**src/rtl/snoop_mem_pkg.sv**
```systemverilog
package snoop_mem_pkg;
    typedef enum logic [0:0] {
        ST_IDLE    = 1'b0,
        ST_RESOLVE = 1'b1
    } rsp_state_t;
endpackage

```
**src/rtl/line_bit_reg.sv**
```systemverilog
module line_bit_reg #(
    parameter logic RST_VAL = 1'b0
) (
    input  logic clk,
    input  logic rst_n,
    input  logic set_i,
    input  logic clr_i,
    output logic q_o
);
    always_ff @(posedge clk) begin
        if (!rst_n)     q_o <= RST_VAL;
        else if (clr_i) q_o <= 1'b0;   // clear beats set
        else if (set_i) q_o <= 1'b1;
    end

    AST_CLR_WINS: assert property (@(posedge clk) disable iff (!rst_n)
        clr_i |=> !q_o);
    AST_HOLD_IDLE: assert property (@(posedge clk) disable iff (!rst_n)
        (!set_i && !clr_i) |=> $stable(q_o));
endmodule

```
**src/rtl/wired_or_line.sv**
```systemverilog
module wired_or_line #(
    parameter int unsigned N_DRV = 3
) (
    input  logic [N_DRV-1:0] drv_i,
    output logic             line_o
);
    logic [N_DRV:0] chain;
    assign chain[0] = 1'b0;
    for (genvar g = 0; g < N_DRV; g++) begin : g_or
        assign chain[g+1] = chain[g] | drv_i[g];
    end
    assign line_o = chain[N_DRV];
endmodule

```
**src/rtl/rsp_fsm.sv**
```systemverilog
module rsp_fsm
    import snoop_mem_pkg::*;
(
    input  logic clk,
    input  logic rst_n,
    input  logic bus_rd,
    input  logic bus_wr,
    input  logic owner_claim,
    input  logic bus_data,
    input  logic line_val,
    output logic mem_drv,
    output logic set_o,
    output logic clr_o
);
    rsp_state_t state_q, state_d;

    always_ff @(posedge clk) begin
        if (!rst_n) state_q <= ST_IDLE;
        else        state_q <= state_d;
    end

    // next state and bus drive
    always_comb begin
        state_d = state_q;
        mem_drv = 1'b0;
        unique case (state_q)
            ST_IDLE: begin
                if (bus_rd) state_d = ST_RESOLVE;
            end
            ST_RESOLVE: begin
                state_d = ST_IDLE;
                if (!owner_claim) mem_drv = line_val;
            end
            default: state_d = ST_IDLE;
        endcase
    end

    // register capture requests
    always_comb begin
        set_o = 1'b0;
        clr_o = 1'b0;
        unique case (state_q)
            ST_IDLE: begin
                if (bus_wr) begin
                    set_o = bus_data;
                    clr_o = !bus_data;
                end
            end
            ST_RESOLVE: begin
                if (owner_claim) begin
                    set_o = bus_data;
                    clr_o = !bus_data;
                end
            end
            default: ;
        endcase
    end

    AST_RD_WR_EXCL: assert property (@(posedge clk) disable iff (!rst_n)
        !(bus_rd && bus_wr));
    AST_WR_CAPTURE: assert property (@(posedge clk) disable iff (!rst_n)
        (state_q == ST_IDLE && bus_wr) |=> (line_val == $past(bus_data)));
    AST_DRV_AFTER_RD: assert property (@(posedge clk) disable iff (!rst_n)
        mem_drv |-> ($past(bus_rd) && !owner_claim));
    AST_OWNER_CAPTURE: assert property (@(posedge clk) disable iff (!rst_n)
        (state_q == ST_RESOLVE && owner_claim) |=> (line_val == $past(bus_data)));
    AST_RESOLVE_IGNORE: assert property (@(posedge clk) disable iff (!rst_n)
        (state_q == ST_RESOLVE && !owner_claim) |=> $stable(line_val));
    AST_RESOLVE_ONE: assert property (@(posedge clk) disable iff (!rst_n)
        (state_q == ST_RESOLVE) |=> (state_q == ST_IDLE));
endmodule

```
**src/rtl/snoop_mem_resp.sv**
```systemverilog
module snoop_mem_resp #(
    parameter int unsigned NUM_CACHES = 2,
    parameter logic        LINE_RST   = 1'b0
) (
    input  logic                  clk,
    input  logic                  rst_n,
    input  logic                  bus_rd,
    input  logic                  bus_wr,
    input  logic                  owner_claim,
    input  logic [NUM_CACHES-1:0] cache_drv,
    output logic                  mem_drv,
    output logic                  bus_data
);
    localparam int unsigned N_DRV = NUM_CACHES + 1;

    logic line_q;
    logic set_req;
    logic clr_req;
    logic [N_DRV-1:0] drv_vec;

    assign drv_vec = {cache_drv, mem_drv};

    wired_or_line #(.N_DRV(N_DRV)) u_line (
        .drv_i  (drv_vec),
        .line_o (bus_data)
    );

    rsp_fsm u_fsm (
        .clk         (clk),
        .rst_n       (rst_n),
        .bus_rd      (bus_rd),
        .bus_wr      (bus_wr),
        .owner_claim (owner_claim),
        .bus_data    (bus_data),
        .line_val    (line_q),
        .mem_drv     (mem_drv),
        .set_o       (set_req),
        .clr_o       (clr_req)
    );

    line_bit_reg #(.RST_VAL(LINE_RST)) u_reg (
        .clk   (clk),
        .rst_n (rst_n),
        .set_i (set_req),
        .clr_i (clr_req),
        .q_o   (line_q)
    );

    AST_OWNER_SILENCES_MEM: assert property (@(posedge clk) disable iff (!rst_n)
        owner_claim |-> !mem_drv);
endmodule

```
**config.mk**
```make
export PLATFORM = sky130hd
export DESIGN_NAME = snoop_mem_resp
export DESIGN_NICKNAME = d
export VERILOG_FILES = /design/src/rtl/snoop_mem_pkg.sv /design/src/rtl/line_bit_reg.sv /design/src/rtl/wired_or_line.sv /design/src/rtl/rsp_fsm.sv /design/src/rtl/snoop_mem_resp.sv
export SDC_FILE = /design/constraint.sdc
export NUM_CORES = 1
export LEC_CHECK = 0
export BUFFER_PORTS_ARGS = -buffer_cell sky130_fd_sc_hd__buf_2
export CAP_MARGIN = 10
export CORE_AREA = 2 2 39 41
export DETAILED_ROUTE_END_ITERATION = 10
export DIE_AREA = 0 0 41 43
export SYNTH_ARGS = -nofsm -noshare
export SYNTH_HDL_FRONTEND = slang
export SYNTH_SLANG_ARGS = --single-unit
```
**constraint.sdc**
```tcl
create_clock -name clk -period 1.8 [get_ports clk]
set_clock_uncertainty 0.15 [all_clocks]
set_input_delay 0.09 -clock clk [delete_from_list [all_inputs] [get_ports clk]]
set_output_delay 0.09 -clock clk [all_outputs]
set_load 0.05 [all_outputs]
```
==> results of run 1 <==
[sequential cells by signal, summed over array words and instances (netlist names)]
| signal | count |
|---|---|
| u_fsm.state_q | 1 |
| u_reg.q_o | 1 |
[logic make-up after synthesis]
logic type	after synthesis	synth area share
muxes	2	0.2192
and+or+nand+nor	5	0.2877
DFF	2	0.4384
AOI/OAI and AO/OA	1	0.05474
[placed cells by master, fill, tap and decap left out]
cell type	instances
or3_1	1
nand2_1	2
buf_2	8
nor2_1	1
and3b_1	1
clkbuf_4	3
mux2i_1	2
o21ai_0	1
dlygate4sd3_1	3
dfxtp_1	2
[worst min-delay path, stage by stage]
cell     delay (ns)
buf_2          0.08
o21ai_0        0.07
mux2i_1        0.12
[per-stage QoR]
| stage | utilization | std cells | total power [µW] | cell area [µm²] |
|---|---|---|---|---|
| after CTS | 0.1474 | 40 | 185.5 | 203.9 |
| after detailed placement | 0.1094 | 34 | 73.12 | 151.4 |
| final | 0.1474 | 40 | 176.7 | 203.9 |
| after floorplan | - | 10 | 63.19 | 91.34 |
| after global placement | 0.1094 | 34 | 72.79 | 151.4 |
| after global routing | 0.1474 | 40 | 190.7 | 203.9 |
[power by group through the flow]
stage / logic, µW / registers, µW / clock network [µW]
2_1_floorplan: 12.9 / 50.3 / 0
3_3_place_gp: 22.1 / 50.7 / 0
3_5_place_dp: 22.5 / 50.7 / 0
4_1_cts: 27.4 / 50.1 / 108
5_1_grt: 30.1 / 50.5 / 110
6_report: 27.1 / 50.2 / 99.5
[worst max-delay path by stage]
| stage | start | endpoint | slack [ns] | cells after the start |
|---|---|---|---|---|
| after floorplan | u_fsm.state_q | bus_data | 0.28 | 2 |
| after global routing | u_fsm.state_q | bus_data | 0.30 | 3 |
| after detailed placement | u_fsm.state_q | bus_data | 0.58 | 3 |
| after CTS | u_fsm.state_q | bus_data | 0.33 | 3 |
| final | u_fsm.state_q | bus_data | 0.34 | 3 |
| after global placement | u_fsm.state_q | bus_data | 0.58 | 3 |
[layer usage]
layer	track usage	routed length, µm	vias to the layer above	share of wire
met3	0.06283	50	2	0.17
met1	0.02875	136	53	0.48
met2	0.03750	92	9	0.32
met4	0.06000	6	0	0.021
met5	0	0	-	0
li1	-	-	64	-
[final cells by class]
type / count / area, µm²
Fill cell: 161 / 1180
Timing Repair Buffer: 11 / 70.07
Multi-Input combinational cell: 8 / 51.30
Sequential cell: 2 / 40.04
Clock buffer: 3 / 22.52
Tap cell: 16 / 20.02
==> flow_summary.toml, run 1 <==
[worst_setup_path]
cp_data_required_time_ns = 1.56
cp_slowest_cell = "dfxtp_1"
critPathArrivalTime_ns = 1.22
critPathTopFamily = "simple AND/OR/NAND/NOR gates"
r2r_start = "u_fsm.state_q"
crit_buf_inv = 1
startpoint_type = "flop"
regToRegSetupSlack_ns = 0.81
end_kind = "primary output"
path_cells = "and3b_1, or3_1, buf_2"
crit_fanout = 3
r2r-end = "u_reg.q_o"
crit_path_max_incr_delay_ns = 0.32
reg2reg_depth = 2
path_class = "flop to primary output"

[timing]
layout_min_cycle_time_ns = 1.457
finalCritPeriodShare = 0.8093
whs_ns = 0.03102
setup_tns_ns = 0
setup_ws_ns = 0.3432
rsz0062_at_grt = "no"
hold_viol_final = 0
worst_pin_slew_ns = 0.2473
setup_viol = 0
fmax_mhz = 686.5
final-max-slew-violation-count = 0
relSlewSlack = 0.8363

[grt]
antenna_found_initial = 0
grt_start_max_net_pins = 4
grt_first_pass_wirelength_um = 372
gr-usage-all-layers = 0.04208
grt_overflow = 0
grt_pass1_vias = 108

[logic_synthesis]
synth_ff_type = "dfxtp_1"
synth_area_leader_cell = "dfxtp_1"
synth_fp_nets = 17
yosysTopAreaCellShare = 0.4384
syn_inst = 10
syn_area_um2 = 91.34
postSynth.asyncResetShare = 0
yosysWarnings = 0
synth_cell_types = 7
synth_edf_count = 0
netlist_top_cells_area = "dfxtp_1 44%, mux2i_1 22%, and3b_1 9.6%"
syn_avg_cell_area_um2 = 9.134
ys_seq_area_frac = 0.4384
ys_seq_elements = 2
synth_commonest_cells = "2 x dfxtp_1, 2 x mux2i_1, 2 x nand2_1"

[floorplanning]
start_util = 0.06600
ios = 9
die_y_um = 43
dieWidth_um = 41
fp.dieArea_mm2 = 0.001763
core_area_mm2 = 0.001384
fp-row-count = 14

[clock_network]
clock_sinks = 2
ctsRootBufferMaster = "clkbuf_4"
htreeDepth = 1
clk_pin_slew_worst_paths_ns = 0.03
cts_hold_buf = 3
clk_latency_ns = 0.22
cts_setup_buffers = 0
cts_max_path_buffers = 2
cts_tree = "built"
cts_resized = 0
numCtsBuffers = 3

[place]
io_buffers = 8
pre_cts_ws_ns = 0.5756
dp_hpwl_um = 189.4
globalplace.congestion = 0.4723

[pwr]
power_switching_uw = 40.60
p_int_uw = 136.1
power.density_mw_per_mm2 = 866.5
clkPwrFrac = 0.563
peakVddDrop_mv = 0.1347
p_sw_frac = 0.2297
p_leak_uw = 0.00009978
power.share.combinational = 0.153
seq_power_share = 0.284

[route]
drc = 0
drtIter0Drc = 1
postRouteAntennaNets = 0
vias = 128
firstDrtPassIters = 2
routed_wl_um = 286
viasPerCell = 3.200
wl_per_cell_um = 7.150

[worst_hold_path]
hold_class = "input port to flop"
hold_path_startpoint = "cache_drv[1]"
holdPathEnd = "u_reg.q_o"
min_path_cells = 3

[layout]
diodes = 0
drive_above_1_share = 0.4583
syn_to_final_growth_pct = 123.3
layout.nets = 33

[status]
status = "finished clean"

[run]
maxCapViolCount = 0
Power figures use the tool's default switching activity.
==> run 2: changes to the inputs <==
clock period = 1.2 ns   (was 1.8 ns; I/O delays follow)
==> flow_summary.toml, run 2 (synthesized netlist as in run 1, its figures left out) <==
[grt]
grt_pass1_vias = 133
grt_first_pass_wirelength_um = 483
grt_overflow = 0
grt_start_max_net_pins = 4
antenna_found_initial = 0
gr-usage-all-layers = 0.05020

[route]
firstDrtPassIters = 4
postRouteAntennaNets = 0
drc = 0
drtIter0Drc = 7
vias = 132
wl_per_cell_um = 7.780
routed_wl_um = 319
viasPerCell = 3.220

[worst_setup_path]
r2r_start = "u_fsm.state_q"
crit_fanout = 2
cp_data_required_time_ns = 0.99
end_kind = "primary output"
crit_path_max_incr_delay_ns = 0.32
path_cells = "and3b_2, or3_4, buf_6"
critPathArrivalTime_ns = 1.21
regToRegSetupSlack_ns = 0.15
r2r-end = "u_reg.q_o"
reg2reg_depth = 3
cp_slowest_cell = "or3_4"
startpoint_type = "flop"
path_class = "flop to primary output"

[status]
status = "finished, violations left"
violations = "setup timing"

[floorplanning]
ios = 9
dieWidth_um = 41
die_y_um = 43
start_util = 0.06600
core_area_mm2 = 0.001384
fp-row-count = 14
fp.dieArea_mm2 = 0.001763

[worst_hold_path]
hold_class = "input port to flop"
hold_path_startpoint = "cache_drv[1]"
holdPathEnd = "u_reg.q_o"
min_path_cells = 3

[clock_network]
clk_pin_slew_worst_paths_ns = 0.03
cts_tree = "built"
cts_max_path_buffers = 2
clock_sinks = 2
numCtsBuffers = 3
ctsRootBufferMaster = "clkbuf_4"
clk_latency_ns = 0.22
htreeDepth = 1

[timing]
hold_viol_final = 0
fmax_mhz = 705.5
setup_ws_ns = -0.2174
worst_pin_slew_ns = 0.2470
layout_min_cycle_time_ns = 1.417
whs_ns = 0.01286
rsz0062_at_grt = "yes"
final-max-slew-violation-count = 0
setup_viol = 1
relSlewSlack = 0.8365
finalCritPeriodShare = 1.181

[place]
io_buffers = 8
dp.cells = 35
pre_cts_ws_ns = -0.03395
globalplace.congestion = 0.4813

[layout]
multi_input_area_um2 = 57.56
layout.nets = 34
syn_to_final_growth_pct = 145.2
final_cell_mix = "7 x buf_2, 3 x clkbuf_4, 3 x dlygate4sd3_1"
fillCellCount = 161
diodes = 0
final_cells = 41
seq_area_um2 = 40.04
drive_above_1_share = 0.5600
finalCoreUtilization = 0.1618
reg_top3 = "u_fsm.state_q x1, u_reg.q_o x1"
layout_commonest_cell = "buf_2"

[pwr]
finalPower_uw = 272.8
p_leak_uw = 0.0001096
power.density_mw_per_mm2 = 1218
peakVddDrop_mv = 0.1932

[run]
maxCapViolCount = 0
[run 2: cell types whose count changed in the layout (fill, tap and decap cells not counted)]
cell	change
or3_1	-1
buf_4	+1
buf_2	-1
and3b_2	+1
buf_6	+1
and3b_1	-1
or3_4	+1
[run 2: critical path: cells and delay by family (launching register included)]
kind,cells,cell delay (ns)
buffers and inverters,1,0.16
DFF,1,0.29
and+or+nand+nor,2,0.53
[run 2: timing repair]
| action | in CTS | in global routing |
|---|---|---|
| gates resized for setup | 2 | 0 |
| setup buffers | 0 | 0 |
| hold buffers | 3 | 0 |
| hold endpoints to repair | 2 | 0 |
| pin swaps | 0 | 0 |
| endpoints found under the setup margin | 1 | 2 |
[run 2: final cells by class]
type / instances / area share
repair buffers: 12 / 0.3743
multi-input cells: 8 / 0.2570
flip-flops and latches: 2 / 0.1788
clock buffers: 3 / 0.1006
well taps: 16 / 0.08939
[run 2: worst max-delay path by stage]
stage,start,end,slack (ns)
2_1_floorplan,u_fsm.state_q,bus_data,-0.07
3_3_place_gp,u_reg.q_o,bus_data,-0.03
3_5_place_dp,u_reg.q_o,bus_data,-0.03
4_1_cts,u_reg.q_o,bus_data,-0.23
5_1_grt,u_reg.q_o,bus_data,-0.27
6_report,u_reg.q_o,bus_data,-0.22
[run 2: layer usage]
| metal | track usage | part of all wire |
|---|---|---|
| met1 | 0.03859 | 0.40 |
| met2 | 0.05313 | 0.39 |
| met3 | 0.06283 | 0.18 |
| met4 | 0.06000 | 0.019 |
| met5 | 0 | 0 |
[run 2: metrics by stage]
step	TNS, ns	instance area (µm²)
after floorplan	-0.06969	97.59
after global placement	-0.02532	165.2
after detailed placement	-0.03395	165.2
after CTS	-0.2335	224.0
final	-0.2174	224.0
after global routing	-0.3116	224.0
[run 2: report_power, final]
part | internal, µW | total, µW | switching (µW)
Sequential | 72.3 | 74.2 | 1.97
Clock | 110 | 149 | 38.9
Combinational | 27.6 | 49.3 | 21.7
